File: src/rtl/i2c_cond_pkg.sv
package i2c_cond_pkg;
  typedef enum logic [1:0] {
    SEQ_IDLE  = 2'd0,
    SEQ_START = 2'd1,
    SEQ_STOP  = 2'd2
  } seq_e;

  localparam int REG_W   = 8;
  localparam int BIT_MST = 7;
  localparam int BIT_TRX = 6;
  localparam int BIT_BB  = 5;
  localparam int BIT_PIN = 4;
  localparam int FLAG_W  = 4;
endpackage

File: src/rtl/cond_csr.sv
module cond_csr
  import i2c_cond_pkg::*;
(
  input  logic              clk,
  input  logic              rst_n,
  input  logic              wr_en,
  input  logic [REG_W-1:0]  wr_data,
  input  logic              if_en,
  input  logic              busy,
  input  logic              bb,
  input  logic [FLAG_W-1:0] flags,
  output logic              start_req,
  output logic              stop_req,
  output logic [REG_W-1:0]  rd_data
);
  logic mst_q, trx_q, pin_q;
  logic mst_d, trx_d, pin_d;
  logic trig, accept, upd;
  logic unused_wr_low;

  assign unused_wr_low = ^{wr_data[BIT_BB], wr_data[FLAG_W-1:0]};

  assign trig      = wr_en && wr_data[BIT_MST] && wr_data[BIT_TRX];
  assign accept    = trig && if_en && !busy;
  assign start_req = accept && wr_data[BIT_BB];
  assign stop_req  = accept && !wr_data[BIT_BB];
  assign upd       = wr_en && (!trig || accept);

  always_comb begin
    mst_d = mst_q;
    trx_d = trx_q;
    pin_d = pin_q;
    if (upd) begin
      mst_d = wr_data[BIT_MST];
      trx_d = wr_data[BIT_TRX];
      pin_d = wr_data[BIT_PIN];
    end
  end

  always_ff @(posedge clk or negedge rst_n) begin
    if (!rst_n) begin
      mst_q <= 1'b0;
      trx_q <= 1'b0;
      pin_q <= 1'b1;
    end else begin
      mst_q <= mst_d;
      trx_q <= trx_d;
      pin_q <= pin_d;
    end
  end

  assign rd_data = {mst_q, trx_q, bb, pin_q, flags};

  assert_ignored_trigger_R8: assert property (@(posedge clk) disable iff (!rst_n)
    (trig && !(if_en && !busy)) |=> $stable({mst_q, trx_q, pin_q}));

  assert_plain_write_R2: assert property (@(posedge clk) disable iff (!rst_n)
    (wr_en && !trig) |=> (mst_q == $past(wr_data[BIT_MST])) && (pin_q == $past(wr_data[BIT_PIN])));
endmodule

File: src/rtl/cond_timer.sv
module cond_timer #(
  parameter int SU_STD   = 20,
  parameter int HD_STD   = 20,
  parameter int BB_STD   = 12,
  parameter int SU_FAST  = 10,
  parameter int HD_FAST  = 10,
  parameter int BB_FAST  = 6
) (
  input  logic clk,
  input  logic rst_n,
  input  logic load,
  input  logic run,
  input  logic fast_sel,
  output logic hit_bb,
  output logic hit_a,
  output logic hit_b
);
  localparam int TOT_STD  = SU_STD + HD_STD;
  localparam int TOT_FAST = SU_FAST + HD_FAST;
  localparam int TOT_MAX  = (TOT_STD > TOT_FAST) ? TOT_STD : TOT_FAST;
  localparam int CNT_W    = $clog2(TOT_MAX + 1);

  logic [CNT_W-1:0] cnt_q, cnt_d;
  logic             fast_q, fast_d;
  logic [CNT_W-1:0] lim_a, lim_b, lim_bb;

  always_comb begin
    cnt_d  = cnt_q;
    fast_d = fast_q;
    if (load) begin
      cnt_d  = '0;
      fast_d = fast_sel;
    end else if (run) begin
      cnt_d = cnt_q + CNT_W'(1);
    end
  end

  always_ff @(posedge clk or negedge rst_n) begin
    if (!rst_n) begin
      cnt_q  <= '0;
      fast_q <= 1'b0;
    end else begin
      cnt_q  <= cnt_d;
      fast_q <= fast_d;
    end
  end

  assign lim_a  = fast_q ? CNT_W'(SU_FAST - 1)  : CNT_W'(SU_STD - 1);
  assign lim_b  = fast_q ? CNT_W'(TOT_FAST - 1) : CNT_W'(TOT_STD - 1);
  assign lim_bb = fast_q ? CNT_W'(BB_FAST - 1)  : CNT_W'(BB_STD - 1);

  assign hit_a  = run && (cnt_q == lim_a);
  assign hit_b  = run && (cnt_q == lim_b);
  assign hit_bb = run && (cnt_q == lim_bb);

  assert_cnt_in_window_R3: assert property (@(posedge clk) disable iff (!rst_n)
    run |-> (cnt_q <= CNT_W'(TOT_MAX - 1)));

  assert_speed_held_R4: assert property (@(posedge clk) disable iff (!rst_n)
    (run && !load) |=> $stable(fast_q));
endmodule

File: src/rtl/cond_seq.sv
module cond_seq
  import i2c_cond_pkg::*;
(
  input  logic       clk,
  input  logic       rst_n,
  input  logic       start_req,
  input  logic       stop_req,
  input  logic       hit_bb,
  input  logic       hit_a,
  input  logic       hit_b,
  input  logic       bit_tick,
  output logic       busy,
  output logic       bb,
  output logic       scl_low,
  output logic       sda_low,
  output logic       byte_go,
  output logic [2:0] bit_cnt
);
  seq_e       kind_q, kind_d;
  logic       bb_q, bb_d;
  logic       scl_q, scl_d;
  logic       sda_q, sda_d;
  logic       go_q, go_d;
  logic [2:0] bc_q, bc_d;

  always_comb begin
    kind_d = kind_q;
    bb_d   = bb_q;
    scl_d  = scl_q;
    sda_d  = sda_q;
    go_d   = 1'b0;
    bc_d   = bit_tick ? bc_q + 3'd1 : bc_q;
    case (kind_q)
      SEQ_IDLE: begin
        if (start_req) begin
          kind_d = SEQ_START;
          bc_d   = 3'd0;
        end else if (stop_req) begin
          kind_d = SEQ_STOP;
          sda_d  = 1'b1;
        end
      end
      SEQ_START: begin
        if (hit_bb) bb_d  = 1'b1;
        if (hit_a)  sda_d = 1'b1;
        if (hit_b) begin
          scl_d  = 1'b1;
          go_d   = 1'b1;
          kind_d = SEQ_IDLE;
        end
      end
      SEQ_STOP: begin
        if (hit_bb) bb_d  = 1'b0;
        if (hit_a)  scl_d = 1'b0;
        if (hit_b) begin
          sda_d  = 1'b0;
          kind_d = SEQ_IDLE;
        end
      end
      default: kind_d = SEQ_IDLE;
    endcase
  end

  always_ff @(posedge clk or negedge rst_n) begin
    if (!rst_n) begin
      kind_q <= SEQ_IDLE;
      bb_q   <= 1'b0;
      scl_q  <= 1'b0;
      sda_q  <= 1'b0;
      go_q   <= 1'b0;
      bc_q   <= 3'd0;
    end else begin
      kind_q <= kind_d;
      bb_q   <= bb_d;
      scl_q  <= scl_d;
      sda_q  <= sda_d;
      go_q   <= go_d;
      bc_q   <= bc_d;
    end
  end

  assign busy    = (kind_q != SEQ_IDLE);
  assign bb      = bb_q;
  assign scl_low = scl_q;
  assign sda_low = sda_q;
  assign byte_go = go_q;
  assign bit_cnt = bc_q;

  assert_start_edge_scl_high_R3: assert property (@(posedge clk) disable iff (!rst_n)
    ($rose(sda_q) && kind_q == SEQ_START) |-> !scl_q);

  assert_stop_edge_scl_high_R6: assert property (@(posedge clk) disable iff (!rst_n)
    $fell(sda_q) |-> !scl_q);

  assert_byte_go_lines_R7: assert property (@(posedge clk) disable iff (!rst_n)
    go_q |-> (scl_q && sda_q && kind_q == SEQ_IDLE));

  assert_counter_cleared_R7: assert property (@(posedge clk) disable iff (!rst_n)
    (kind_q == SEQ_IDLE && start_req) |=> (bc_q == 3'd0));

  assert_bb_rise_in_start_R5: assert property (@(posedge clk) disable iff (!rst_n)
    $rose(bb_q) |-> ($past(kind_q) == SEQ_START));

  assert_bb_fall_in_stop_R5: assert property (@(posedge clk) disable iff (!rst_n)
    $fell(bb_q) |-> ($past(kind_q) == SEQ_STOP));
endmodule

File: src/rtl/i2c_cond_gen.sv
module i2c_cond_gen
  import i2c_cond_pkg::*;
#(
  parameter int SU_STD  = 20,
  parameter int HD_STD  = 20,
  parameter int BB_STD  = 12,
  parameter int SU_FAST = 10,
  parameter int HD_FAST = 10,
  parameter int BB_FAST = 6
) (
  input  logic       clk,
  input  logic       rst_n,
  input  logic       if_en,
  input  logic       fast_mode,
  input  logic       wr_en,
  input  logic [7:0] wr_data,
  output logic [7:0] rd_data,
  input  logic       al_flag,
  input  logic       aas_flag,
  input  logic       ad0_flag,
  input  logic       lrb_flag,
  input  logic       bit_tick,
  output logic [2:0] bit_cnt,
  output logic       byte_go,
  output logic       bus_busy,
  output logic       scl_pull,
  output logic       sda_pull
);
  logic start_req, stop_req, busy, bb;
  logic hit_bb, hit_a, hit_b;

  cond_csr u_csr (
    .clk       (clk),
    .rst_n     (rst_n),
    .wr_en     (wr_en),
    .wr_data   (wr_data),
    .if_en     (if_en),
    .busy      (busy),
    .bb        (bb),
    .flags     ({al_flag, aas_flag, ad0_flag, lrb_flag}),
    .start_req (start_req),
    .stop_req  (stop_req),
    .rd_data   (rd_data)
  );

  cond_timer #(
    .SU_STD (SU_STD),  .HD_STD (HD_STD),  .BB_STD (BB_STD),
    .SU_FAST(SU_FAST), .HD_FAST(HD_FAST), .BB_FAST(BB_FAST)
  ) u_timer (
    .clk      (clk),
    .rst_n    (rst_n),
    .load     (start_req || stop_req),
    .run      (busy),
    .fast_sel (fast_mode),
    .hit_bb   (hit_bb),
    .hit_a    (hit_a),
    .hit_b    (hit_b)
  );

  cond_seq u_seq (
    .clk       (clk),
    .rst_n     (rst_n),
    .start_req (start_req),
    .stop_req  (stop_req),
    .hit_bb    (hit_bb),
    .hit_a     (hit_a),
    .hit_b     (hit_b),
    .bit_tick  (bit_tick),
    .busy      (busy),
    .bb        (bb),
    .scl_low   (scl_pull),
    .sda_low   (sda_pull),
    .byte_go   (byte_go),
    .bit_cnt   (bit_cnt)
  );

  assign bus_busy = bb;

  assert_readback_bb_R2: assert property (@(posedge clk) disable iff (!rst_n)
    rd_data[BIT_BB] == bus_busy);

  assert_no_accept_disabled_R8: assert property (@(posedge clk) disable iff (!rst_n)
    (wr_en && !if_en) |=> $stable({scl_pull, sda_pull}));
endmodule

File: config.mk
export PLATFORM = sky130hd
export DESIGN_NAME = i2c_cond_gen
export DESIGN_NICKNAME = d
export VERILOG_FILES = /design/src/rtl/i2c_cond_pkg.sv /design/src/rtl/cond_csr.sv /design/src/rtl/cond_timer.sv /design/src/rtl/cond_seq.sv /design/src/rtl/i2c_cond_gen.sv
export SDC_FILE = /design/constraint.sdc
export NUM_CORES = 1
export LEC_CHECK = 0
export ABC_AREA = 1
export BUFFER_PORTS_ARGS = -buffer_cell sky130_fd_sc_hd__buf_4
export CAP_MARGIN = 20
export CORE_MARGIN = 2
export CORE_UTILIZATION = 51
export DETAILED_ROUTE_END_ITERATION = 7
export HOLD_SLACK_MARGIN = 0.02
export PLACE_DENSITY = 0.87
export SLEW_MARGIN = 40
export SYNTH_ARGS = -nofsm -noshare
export SYNTH_HDL_FRONTEND = slang
export SYNTH_HIERARCHICAL = 1
export SYNTH_SLANG_ARGS = --single-unit
export TNS_END_PERCENT = 10
File: constraint.sdc
create_clock -name clk -period 2.6 [get_ports clk]
set_input_delay 0.26 -clock clk [delete_from_list [all_inputs] [get_ports clk]]
set_output_delay 0.26 -clock clk [all_outputs]
set_load 0.02 [all_outputs]
==> key figures, run 1 <==
Outcome
  – Outcome: finished clean

GRT
  – Initial antenna violation count: 0
  – Vias in the first global route: 941
  – Largest net degree at the start of global routing: 20
  – Global route overflow: 0
  – Tot GR Track Use: 0.191
  – First-pass GRT wire length: 3.84 mm

CTS
  – TritonCTS Buffers: 3
  – Clk sinks: 19
  – Clk_lat worst skew: 0.30 ns
  – Clk buf depth: 2
  – Post-CTS Resized: 0
  – CTS tree: done
  – CTS root buf: clkbuf_4
  – CTS clk-pin slew, worst paths: 0.10 ns
  – CTS H-tree lvls: 1
  – Postcts setup bufs: 0

STA
  – Worst Clk Skew: 0.00490 ns
  – Rel. slew slack: 0.638
  – Post-route setup TNS: 0 ns
  – Unrepaired setup endpoints after global routing: no
  – Final Hold Fails: 0
  – Slew @ Worst Pin: 0.538 ns
  – Minimum clock period: 2.27 ns
  – Fin. max-slew vios: 0
  – FMAX: 0.440 GHz
  – Final Setup Violations: 0
  – Tcrit/Tclk final: 0.874

Power and ir drop
  – VDD IR max: 0.000605 V
  – Leakage power: 0.729 nW
  – PD cells: 1040 nW/um2
  – Sw frac: 0.465
  – Comb power frac: 0.509
  – Internal power: 0.753 mW
  – Power Total: 1.41 mW
  – Sequential share of power: 0.385
  – P_sw: 0.654 mW
  – Clock network power share: 0.106

Detailed routing
  – WL final: 2.17 mm
  – Via-per-instance ratio: 4.94
  – DR vias: 992
  – DR pass1 iterations: 5
  – # DRC: 0
  – Drt wl/cell: 10.8 um
  – Routed Antenna Nets: 0
  – DR iter-0 viols: 29

Critical path
  – Critical path data arrival time: 2.47 ns
  – Reg2Reg Setup Slack: 0.33 ns
  – FF-to-FF End: u_timer/cnt_q[3]$_DFFE_PN0P_
  – Kind of critical path: reg -> reg
  – Req. time, crit path: 2.79 ns
  – Critical path fanouts, max: 8
  – Worst R2R Start: u_seq/kind_q[1]$_DFFE_PN0P_
  – R2r worst-path depth: 11
  – CP Capture Type: flop
  – Critical Path Start Type: flop

Run
  – Max-Cap Viols: 0

Layout
  – Register Area: 477 um2
  – Synth-to-Final Area Change: 13.0%
  – Multi-input logic area: 571 um2
  – Final net count: 200
  – Ant diodes: 0
  – Fillers: 204
  – Commonest cells after routing, fill and taps aside: 40 x nand2_1, 23 x inv_1, 20 x buf_4, 18 x dfrtp_1, 12 x nor2_1
  – Commonest non-fill, non-tap cell in the layout: nand2_1
  – Layout cells sized above 1: 0.214

Min path
  – Hold Path Stages: 2
  – Worst min-delay path category: in -> reg
  – HP Start: bit_tick
  – Hold path endpoint: u_seq/bit_cnt[1]$_DFF_PN0_

Logic synthesis
  – Post-Syn Area per Cell: 7.66 um2
  – Ranking of synthesized cells by area: dfrtp_1 37%, nand2_1 12%, ha_1 8.3%, inv_1 7.2%, buf_4 5.0%
  – Post-Syn Instances: 157
  – Library cells used by synthesis: 23
  – Post-synthesis async set-or-reset flop share: 1.00
  – FF+latch count, synth: 19
  – Post-synth top area share: 0.375
  – Post-synthesis cell area: 1200 um2
  – Warnings from Yosys: 6
  – Post-synth EDFFs: 0
  – Post-synth top flop: dfrtp_1
  – Synth area leader: dfrtp_1
  – Net Count, Synth: 183
  – Post-synthesis sequential area ratio: 0.396

Placement
  – Hpwl dp: 1.68 mm
  – GP Congestion: 0.886
  – I/O Buffers: 20

Floorplanning
  – IO Count: 33
  – Full die area: 2760 um2
  – Initial Util: 0.544
  – Row Count: 17
  – Die Wd: 52.6 um
  – Die height: 52.6 um
  – Core area: 2210 um2
## through the flow
stage,cells,util,area (um2),setup WS [ns],hold WS (ns)
2_1_floorplan,157,-,1200,0.700,-0.0356
3_3_place_gp,196,0.598,1320,0.505,0.148
3_5_place_dp,196,0.598,1320,0.370,0.149
4_1_cts,201,0.614,1360,0.335,0.133
5_1_grt,201,0.614,1360,0.0314,0.154
6_report,201,0.614,1360,0.328,0.149
## sequential cells by signal (all words and copies together), names as in the netlist
register	cells
u_csr/pin_q	1
u_timer/fast_q	1
u_seq/sda_low	1
u_seq/kind_q	2
u_seq/bit_cnt	3
u_seq/byte_go	1
u_csr/trx_q	1
u_timer/cnt_q	6
u_seq/scl_low	1
u_seq/bb	1
u_csr/mst_q	1
## timing repair
| action | CTS | global route |
|---|---|---|
| endpoints found under the setup margin | 0 | 0 |
| endpoints found under the hold margin | 18 | 0 |
| hold buffers | 1 | 0 |
## power groups by stage
stage	clock (mW)	combinational (mW)	sequential (mW)
global placement	0	0.674	0.533
CTS	0.159	0.718	0.538
global route	0.170	0.818	0.558
floorplan	0	0.518	0.553
finish	0.150	0.716	0.541
detailed placement	0	0.713	0.544
## cells by family after synthesis
| family | share of synthesized area |
|---|---|
| adder cells (fa/ha/maj) | 0.0832 |
| buffers and inverters | 0.129 |
| AND/OR/NAND/NOR | 0.302 |
| XOR/XNOR | 0.0146 |
| flip-flops | 0.396 |
| AO/OA/AOI/OAI | 0.0749 |
## metal layers
layer / wire length (um) / GRT usage / share of wire / up-vias
li1: - / - / - / 513
met1: 968 / 0.239 / 0.45 / 441
met2: 1040 / 0.317 / 0.48 / 32
met3: 111 / 0.0171 / 0.051 / 6
met4: 53 / 0.115 / 0.024 / 0
met5: 0 / 0 / 0 / -
## worst max-delay path, stage by stage, from the launching register on
cell	delay, ns
dfrtp_1	0.43
inv_1	0.17
ha_1	0.24
inv_1	0.15
inv_1	0.13
nand3_4	0.10
nor3_1	0.44
inv_1	0.08
nand2_1	0.16
inv_1	0.10
o21ai_0	0.09
nor2_1	0.07
## cell type report
cell class	count	area share
tap	28	0.0258
clock buffer	4	0.0193
timing repair buffer	21	0.118
inverter	24	0.0663
multi-input combinational	105	0.420
sequential	19	0.351
## worst max-delay path by stage
| stage | endpoint | start | slack (ns) |
|---|---|---|---|
| after floorplan | u_timer/cnt_q[3]$_DFFE_PN0P_ | u_seq/kind_q[1]$_DFFE_PN0P_ | 0.70 |
| after global placement | u_timer/cnt_q[3]$_DFFE_PN0P_ | u_seq/kind_q[1]$_DFFE_PN0P_ | 0.51 |
| after detailed placement | u_timer/cnt_q[3]$_DFFE_PN0P_ | u_seq/kind_q[1]$_DFFE_PN0P_ | 0.37 |
| after CTS | u_timer/cnt_q[3]$_DFFE_PN0P_ | u_seq/kind_q[1]$_DFFE_PN0P_ | 0.34 |
| after global routing | u_timer/cnt_q[3]$_DFFE_PN0P_ | u_seq/kind_q[1]$_DFFE_PN0P_ | 0.03 |
| final | u_timer/cnt_q[3]$_DFFE_PN0P_ | u_seq/kind_q[1]$_DFFE_PN0P_ | 0.33 |
## cell usage after synthesis, types with 2 or more instances
cell and instances:
nand2_1 40, inv_1 23, dfrtp_1 18, nor2_1 12, nand3_1 11, buf_4 8
ha_1 8, a21oi_1 6, nor3_1 6, o21ai_0 6, nand2_2 4, nor2_2 3
xnor2_1 2
Note: power is estimated with default switching activity, not from simulation.
==> inputs of run 2 (changes only) <==
--- a/config.mk
+++ b/config.mk
@@ -9,13 +9,12 @@
 export BUFFER_PORTS_ARGS = -buffer_cell sky130_fd_sc_hd__buf_4
 export CAP_MARGIN = 20
 export CORE_MARGIN = 2
-export CORE_UTILIZATION = 51
+export CORE_UTILIZATION = 55
 export DETAILED_ROUTE_END_ITERATION = 7
 export HOLD_SLACK_MARGIN = 0.02
-export PLACE_DENSITY = 0.87
+export PLACE_DENSITY = 0.93
 export SLEW_MARGIN = 40
 export SYNTH_ARGS = -nofsm -noshare
 export SYNTH_HDL_FRONTEND = slang
-export SYNTH_HIERARCHICAL = 1
 export SYNTH_SLANG_ARGS = --single-unit
 export TNS_END_PERCENT = 10
==> constraint.sdc (replaced) <==
create_clock -name clk -period 2.7 [get_ports clk]
set_input_delay 0.27 -clock clk [delete_from_list [all_inputs] [get_ports clk]]
set_output_delay 0.27 -clock clk [all_outputs]
set_load 0.02 [all_outputs]
==> key figures, run 2 <==
Outcome
  – Outcome: finished clean

Critical path
  – CP max stage cell: dfrtp_1
  – Reg2Reg Setup Slack: 0.99 ns (+0.67 ns)
  – Critical path data arrival time: 1.91 ns (-0.56 ns)
  – FF-to-FF End: u_seq.kind_q[1]$_DFFE_PN0P_
  – CP Capture Type: flop
  – Req. time, crit path: 2.90 ns (+0.11 ns)
  – Worst Setup SP: u_seq.kind_q[0]$_DFFE_PN0P_
  – Critical Path Start Type: flop
  – R2r worst-path depth: 10 (-1)
  – Slowest cell delay on critical path: 0.42 ns (-0.02 ns)
  – Critical path fanouts, max: 6 (-2)
  – Worst R2R Start: u_seq.kind_q[0]$_DFFE_PN0P_
  – Kind of critical path: reg -> reg
  – CP Cell Sequence: inv_1 -> ha_1 -> inv_1 -> nand3_1 -> nor2_1 -> nand2_2 -> nand2_2 -> nand2_2 -> nand2_1 -> nand2_1
  – CP Capture Point: u_seq.kind_q[1]$_DFFE_PN0P_
  – Crit path top cell by count: nand2_2

Detailed routing
  – DR vias: 1012 (+2.0%)
  – Routed Antenna Nets: 0 (unchanged)
  – WL final: 2.39 mm (+10%)
  – Uppermost routed layer: met4
  – Via-per-instance ratio: 5.27 (+6.8%)
  – # DRC: 0 (unchanged)
  – DR pass1 iterations: 4 (-1)
  – Met3 WL: 171 um (+54%)
  – DR iter-0 viols: 26 (-10%)
  – Drt wl/cell: 12.5 um (+15%)
  – Met1 WL: 949 um (-2.0%)
  – Met2 routed WL: 1.21 mm (+16%)

Layout
  – Commonest non-fill, non-tap cell in the layout: nand2_1
  – Fillers: 156 (-24%)
  – Commonest cells after routing, fill and taps aside: 37 x nand2_1, 21 x inv_1, 20 x buf_4, 18 x dfrtp_1, 13 x nand3_1
  – Synth-to-Final Area Change: 12.4%
  – Final net count: 190 (-5.0%)
  – Largest register FFs: 6 (unchanged)
  – Finished Core Util: 0.668 (+0.0537)
  – Largest Register: u_timer.cnt_q
  – Layout cells sized above 1: 0.242 (+0.0286)
  – Ant diodes: 0 (unchanged)
  – Post-Layout Cell Count: 192 (-4.5%)

GRT
  – Vias in the first global route: 991 (+5.3%)
  – First-pass GRT wire length: 4.20 mm (+9.4%)
  – Tot GR Track Use: 0.223 (+0.0315)
  – Largest net degree at the start of global routing: 20 (unchanged)
  – Initial antenna violation count: 0 (unchanged)
  – Global route overflow: 0 (unchanged)

Logic synthesis
  – Post-synth EDFFs: 0 (unchanged)
  – Library cells used by synthesis: 23 (unchanged)
  – Ranking of synthesized cells by area: dfrtp_1 38%, nand2_1 12%, inv_1 6.7%, buf_4 6.4%, ha_1 6.4%
  – Post-synth top area share: 0.383 (+0.00796)
  – Count leader, synth: nand2_1
  – Synth area leader: dfrtp_1
  – Post-synthesis sequential area ratio: 0.405 (+0.00843)
  – Post-Syn Area per Cell: 7.85 um2 (+2.5%)
  – Net Count, Synth: 174 (-4.9%)
  – Post-synth top flop: dfrtp_1
  – Top cells by count, synth: 37 x nand2_1, 21 x inv_1, 18 x dfrtp_1
  – Post-Syn Instances: 150 (-4.5%)
  – Warnings from Yosys: 0 (-6)
  – Post-synthesis async set-or-reset flop share: 1.00 (unchanged)
  – FF+latch count, synth: 19 (unchanged)
  – Post-synthesis cell area: 1180 um2 (-2.1%)

Floorplanning
  – Full die area: 2530 um2 (-8.5%)
  – Core area: 1980 um2 (-10%)
  – Initial Util: 0.594 (+0.0505)
  – Row Count: 16 (-1)
  – Die Wd: 50.3 um (-4.4%)
  – IO Count: 33 (unchanged)
  – Die height: 50.3 um (-4.4%)

CTS
  – Clk buf depth: 2 (unchanged)
  – Post-CTS Resized: 0 (unchanged)
  – Clk sinks: 19 (unchanged)
  – CTS root buf: clkbuf_4
  – CTS H-tree lvls: 1 (unchanged)
  – Clk_lat worst skew: 0.32 ns (+0.02 ns)
  – Hold-fix buffer count after cts: 1 (unchanged)
  – CTS tree: done
  – Postcts setup bufs: 0 (unchanged)
  – CTS clk-pin slew, worst paths: 0.12 ns (+0.02 ns)
  – TritonCTS Buffers: 3 (unchanged)

STA
  – Tcrit/Tclk final: 0.632 (-0.242)
  – Rel. slew slack: 0.822 (+0.183)
  – Hold WS: 0.165 ns (+0.0161 ns)
  – FMAX: 0.586 GHz (+33%)
  – Final Setup Violations: 0 (unchanged)
  – Post-route setup TNS: 0 ns (unchanged)
  – Final Hold Fails: 0 (unchanged)
  – Worst Clk Skew: 0.0111 ns (+0.00618 ns)
  – Unrepaired setup endpoints after global routing: no
  – Minimum clock period: 1.71 ns (-0.566 ns)
  – Slew @ Worst Pin: 0.267 ns (-0.271 ns)
  – Fin. max-slew vios: 0 (unchanged)

Power and ir drop
  – PD cells: 992 nW/um2 (-4.2%)
  – Comb power frac: 0.501 (-0.008)
  – Internal power: 0.709 mW (-5.8%)
  – Sw frac: 0.460 (-0.00492)
  – Clock network power share: 0.115 (+0.009)
  – P_sw: 0.603 mW (-7.7%)
  – Sequential share of power: 0.383 (-0.002)
  – VDD IR max: 0.000650 V (+7.4%)
  – Leakage power: 0.678 nW (-6.9%)

Min path
  – Worst min-delay path category: in -> reg

Placement
  – GP Congestion: 0.925 (+4.4%)
  – Hpwl dp: 1.83 mm (+8.7%)
  – Placed insts: 187 (-4.6%)
  – I/O Buffers: 20 (unchanged)

Run
  – Max-Cap Viols: 0 (unchanged)
==> run 2: cell types whose count changed after synthesis, sizes merged, moves of 2 or more <==
cell   previous run  this run
a21oi             7         3
buf               8        10
ha                8         6
mux2              0         2
nand2            44        41
nor3              7         1
nand4             0         3
nand3            12        14
==> run 2: per-layer routing <==
| metal | global-route usage | vias to the layer above |
|---|---|---|
| met5 | 0 | - |
| met4 | 0.148 | 0 |
| met3 | 0.0387 | 7 |
| met2 | 0.364 | 47 |
| met1 | 0.267 | 466 |
| li1 | - | 492 |
==> run 2: worst max-delay path: cells and delay by family (launching register included) <==
| kind | cells | cell delay, ns |
|---|---|---|
| flip-flops | 1 | 0.42 |
| buffers and inverters | 2 | 0.26 |
| AND/OR/NAND/NOR | 7 | 0.64 |
| adder cells (fa/ha/maj) | 1 | 0.29 |
==> run 2: area by class of cell <==
class	count	area (um2)	share of cell area
clock buffers	3	22.5	0.0170
clock inverters	1	5.00	0.00378
inverters	23	86.3	0.0652
multi-input cells	98	539	0.407
flip-flops and latches	19	477	0.360
well taps	27	33.8	0.0255
repair buffers	21	160	0.121
==> run 2: cells by family after synthesis <==
family / share of synthesized area
compound gates: 0.0638
xor+xnor: 0.0149
fa+ha+maj: 0.0638
buf+inv: 0.137
flops: 0.405
mux: 0.0191
simple gates: 0.296
==> run 2: how the worst min path moves through the flow <==
| stage | startpoint | end | slack, ns | cells after the start |
|---|---|---|---|---|
| after global placement | rst_n | u_timer.cnt_q[2]$_DFFE_PN0P_ | 0.15 | 1 |
| after floorplan | rst_n | u_csr.mst_q$_DFFE_PN0P_ | -0.03 | 0 |
| after detailed placement | rst_n | u_timer.cnt_q[2]$_DFFE_PN0P_ | 0.16 | 1 |
| after CTS | fast_mode | u_timer.fast_q$_DFFE_PN0P_ | 0.16 | 3 |
| final | fast_mode | u_timer.fast_q$_DFFE_PN0P_ | 0.17 | 3 |
| after global routing | fast_mode | u_timer.fast_q$_DFFE_PN0P_ | 0.15 | 3 |
==> run 2: per-stage QoR <==
stage               power [mW]  setup WS (ns)  area, um2
floorplan                0.993           1.21       1180
finish                    1.31          0.995       1320
global placement          1.12           1.09       1290
detailed placement        1.17           1.05       1290
global route              1.43          0.811       1320
CTS                       1.32           1.01       1320
==> run 2: power by group through the flow <==
stage	clock (mW)	sequential [mW]	combinational [mW]
after floorplan	0	0.518	0.474
after global placement	0	0.495	0.625
after detailed placement	0	0.508	0.658
after CTS	0.154	0.503	0.664
after global routing	0.172	0.520	0.738
final	0.151	0.503	0.658
==> inputs of run 3 (changes only) <==
--- a/config.mk
+++ b/config.mk
@@ -9,10 +9,10 @@
 export BUFFER_PORTS_ARGS = -buffer_cell sky130_fd_sc_hd__buf_4
 export CAP_MARGIN = 20
 export CORE_MARGIN = 2
-export CORE_UTILIZATION = 55
+export CORE_UTILIZATION = 46
 export DETAILED_ROUTE_END_ITERATION = 7
 export HOLD_SLACK_MARGIN = 0.02
-export PLACE_DENSITY = 0.93
+export PLACE_DENSITY = 0.84
 export SLEW_MARGIN = 40
 export SYNTH_ARGS = -nofsm -noshare
 export SYNTH_HDL_FRONTEND = slang
==> constraint.sdc (replaced) <==
create_clock -name clk -period 1.5 [get_ports clk]
set_input_delay 0.15 -clock clk [delete_from_list [all_inputs] [get_ports clk]]
set_output_delay 0.15 -clock clk [all_outputs]
set_load 0.02 [all_outputs]
==> key figures, run 3 (same netlist as run 2, synthesis figures left out) <==
Critical path
  – Critical Path Start Type: flop
  – Critical path fanouts, max: 4 (-2)
  – Req. time, crit path: 1.71 ns (-1.19 ns)
  – CP Cell Sequence: inv_2 -> ha_4 -> buf_6 -> nor2_2 -> nand2_1 -> nor2_1 -> nand3_1 -> nand2_1 -> nand3_1 -> nand2_1 -> nand2_1
  – Slowest cell delay on critical path: 0.39 ns (-0.03 ns)
  – CP Capture Type: flop
  – Kind of critical path: reg -> reg
  – CP max stage cell: dfrtp_1
  – Worst Setup SP: u_seq.kind_q[1]$_DFFE_PN0P_
  – Critical path data arrival time: 1.71 ns (-0.20 ns)
  – Crit path top cell by count: nand2_1
  – Top delay family on crit path: simple AND/OR/NAND/NOR gates
  – Worst R2R Start: u_seq.kind_q[1]$_DFFE_PN0P_
  – Number of buffers and inverters on the critical path: 2 (unchanged)

Floorplanning
  – IO Count: 33 (unchanged)
  – Initial Util: 0.480 (-0.114)
  – Die height: 54.6 um (+8.6%)
  – Full die area: 2980 um2 (+18%)
  – Core area: 2450 um2 (+24%)
  – Die Wd: 54.6 um (+8.6%)
  – Row Count: 18 (+2)

Detailed routing
  – DR vias: 1035 (+2.3%)
  – Via-per-instance ratio: 5.12 (-2.8%)
  – DR pass1 iterations: 4 (unchanged)
  – Drt wl/cell: 13.4 um (+7.4%)
  – WL final: 2.70 mm (+13%)
  – DR iter-0 viols: 16 (-38%)
  – Routed Antenna Nets: 0 (unchanged)
  – # DRC: 0 (unchanged)

Layout
  – Synth-to-Final Area Change: 19.6%
  – Finished Core Util: 0.573 (-0.0945)
  – Layout cells sized above 1: 0.297 (+0.0541)
  – Ant diodes: 0 (unchanged)
  – Largest register FFs: 6 (unchanged)
  – Register Area: 477 um2 (unchanged)
  – Largest Register: u_timer.cnt_q
  – Multi-input logic area: 564 um2 (+4.6%)
  – Commonest cells after routing, fill and taps aside: 37 x nand2_1, 26 x buf_4, 19 x inv_1, 18 x dfrtp_1, 13 x nand3_1
  – Fillers: 236 (+51%)
  – Final net count: 197 (+3.7%)
  – Commonest non-fill, non-tap cell in the layout: nand2_1

Power and ir drop
  – Leakage power: 0.714 nW (+5.3%)
  – Sequential share of power: 0.354 (-0.029)
  – Power Total: 2.56 mW (+95%)
  – VDD IR max: 0.00111 V (+70%)
  – Comb power frac: 0.538 (+0.037)
  – P_sw: 1.16 mW (+92%)
  – PD cells: 1820 nW/um2 (+83%)
  – Internal power: 1.39 mW (+97%)
  – Sw frac: 0.454 (-0.00526)
  – Clock network power share: 0.108 (-0.007)

STA
  – Unrepaired setup endpoints after global routing: yes
  – Worst Clk Skew: 0.00728 ns (-0.00380 ns)
  – Fin. max-slew vios: 0 (unchanged)
  – Minimum clock period: 1.50 ns (-0.203 ns)
  – Slew @ Worst Pin: 0.267 ns (-0.000594 ns)
  – Tcrit/Tclk final: 1.00 (+0.370)
  – Final Hold Fails: 0 (unchanged)
  – PnR worst setup slack: -0.00232 ns (-0.997 ns)
  – Post-route setup TNS: -0.00232 ns (-0.00232 ns)
  – Final Setup Violations: 1 (+1)
  – FMAX: 0.666 GHz (+14%)
  – Rel. slew slack: 0.822 (about the same)

Run
  – Max-Cap Viols: 0 (unchanged)

CTS
  – Clk sinks: 19 (unchanged)
  – CTS tree: done
  – CTS H-tree lvls: 1 (unchanged)
  – Clk_lat worst skew: 0.31 ns (about the same)
  – TritonCTS Buffers: 3 (unchanged)
  – CTS root buf: clkbuf_4
  – Clk buf depth: 2 (unchanged)
  – CTS clk-pin slew, worst paths: 0.12 ns (about the same)

Outcome
  – Outcome: finished with violations
  – Failing checks: negative setup slack

GRT
  – Met2 Usage GRT: 0.369 (+0.00501)
  – GR Util met3: 0.0355 (-0.00317)
  – Largest net degree at the start of global routing: 20 (unchanged)
  – Vias in the first global route: 1085 (+9.5%)
  – Tot GR Track Use: 0.206 (-0.0166)
  – Global route overflow: 0 (unchanged)
  – Met1 usage: 0.212 (-0.0547)
  – Initial antenna violation count: 0 (unchanged)
  – First-pass GRT wire length: 4.30 mm (+2.5%)
  – GRT Max-Usage Layer: met2

Min path
  – Worst min-delay path category: in -> reg
  – HP Start: fast_mode

Placement
  – Dpl ws: -0.0874 ns (-1.14 ns)
  – I/O Buffers: 20 (unchanged)
  – GP Congestion: 0.832 (-10%)
  – Hpwl dp: 1.97 mm (+7.9%)
## run 3: changes by cell type in the layout (fill, tap and decap cells not counted), moves of 2 or more
cell,delta
inv_1,-2
nor2_2,+2
inv_2,+2
nor2_1,-2
buf_4,+6
## run 3: layout make-up
| type | instances | share of cell area |
|---|---|---|
| multi-input cells | 98 | 0.401 |
| flip-flops and latches | 19 | 0.339 |
| repair buffers | 28 | 0.154 |
| inverters | 23 | 0.0613 |
| well taps | 30 | 0.0267 |
| clock buffers | 4 | 0.0187 |
## run 3: worst paths after layout
| check | to | cells after the start | slack [ns] |
|---|---|---|---|
| worst min-delay path | u_timer.fast_q$_DFFE_PN0P_ | 3 | 0.05 |
| min in group asynchronous | u_seq.kind_q[1]$_DFFE_PN0P_ | 2 | 0.23 |
| max in group asynchronous | u_csr.pin_q$_DFFE_PN1P_ | 2 | 0.99 |
| worst max register to register | u_seq.sda_low$_DFFE_PN0P_ | 11 | -0.002 |
| worst min register to register | u_seq.scl_low$_DFFE_PN0P_ | 2 | 0.50 |
| worst max-delay path | u_seq.sda_low$_DFFE_PN0P_ | 11 | -0.002 |
## run 3: worst register-to-register path, cell delays in order, from the launching register on
cell and delay [ns]:
dfrtp_1 0.39, inv_2 0.07, ha_4 0.18, buf_6 0.12, nor2_2 0.09, nand2_1 0.06
nor2_1 0.10, nand3_1 0.10, nand2_1 0.10, nand3_1 0.07, nand2_1 0.08, nand2_1 0.06
## run 3: repair_timing
item,in CTS,in global routing
pin swaps,3,7
hold buffers,1,0
gates resized for setup,5,3
setup buffers,1,0
setup endpoints to repair,7,8
endpoints found under the hold margin,19,0
## run 3: stage by stage
| step | std cells | instance area (um2) | hold WS, ns |
|---|---|---|---|
| 2_1_floorplan | 150 | 1180 | -0.146 |
| 3_3_place_gp | 196 | 1340 | 0.0352 |
| 3_5_place_dp | 196 | 1340 | 0.0427 |
| 4_1_cts | 202 | 1390 | 0.0507 |
| 5_1_grt | 202 | 1410 | 0.0708 |
| 6_report | 202 | 1410 | 0.0466 |
## run 3: power groups by stage
stage          registers, mW  clock network, mW  logic (mW)
2_1_floorplan          0.933                  0       0.854
3_3_place_gp           0.885                  0        1.21
3_5_place_dp           0.898                  0        1.28
4_1_cts                0.891              0.274        1.35
5_1_grt                0.928              0.298        1.54
6_report               0.904              0.277        1.37
## run 3: routing by layer
metal	share of wire	up-vias
li1	-	507
met1	0.38	493
met2	0.55	24
met3	0.040	11
met4	0.027	0
met5	0	-
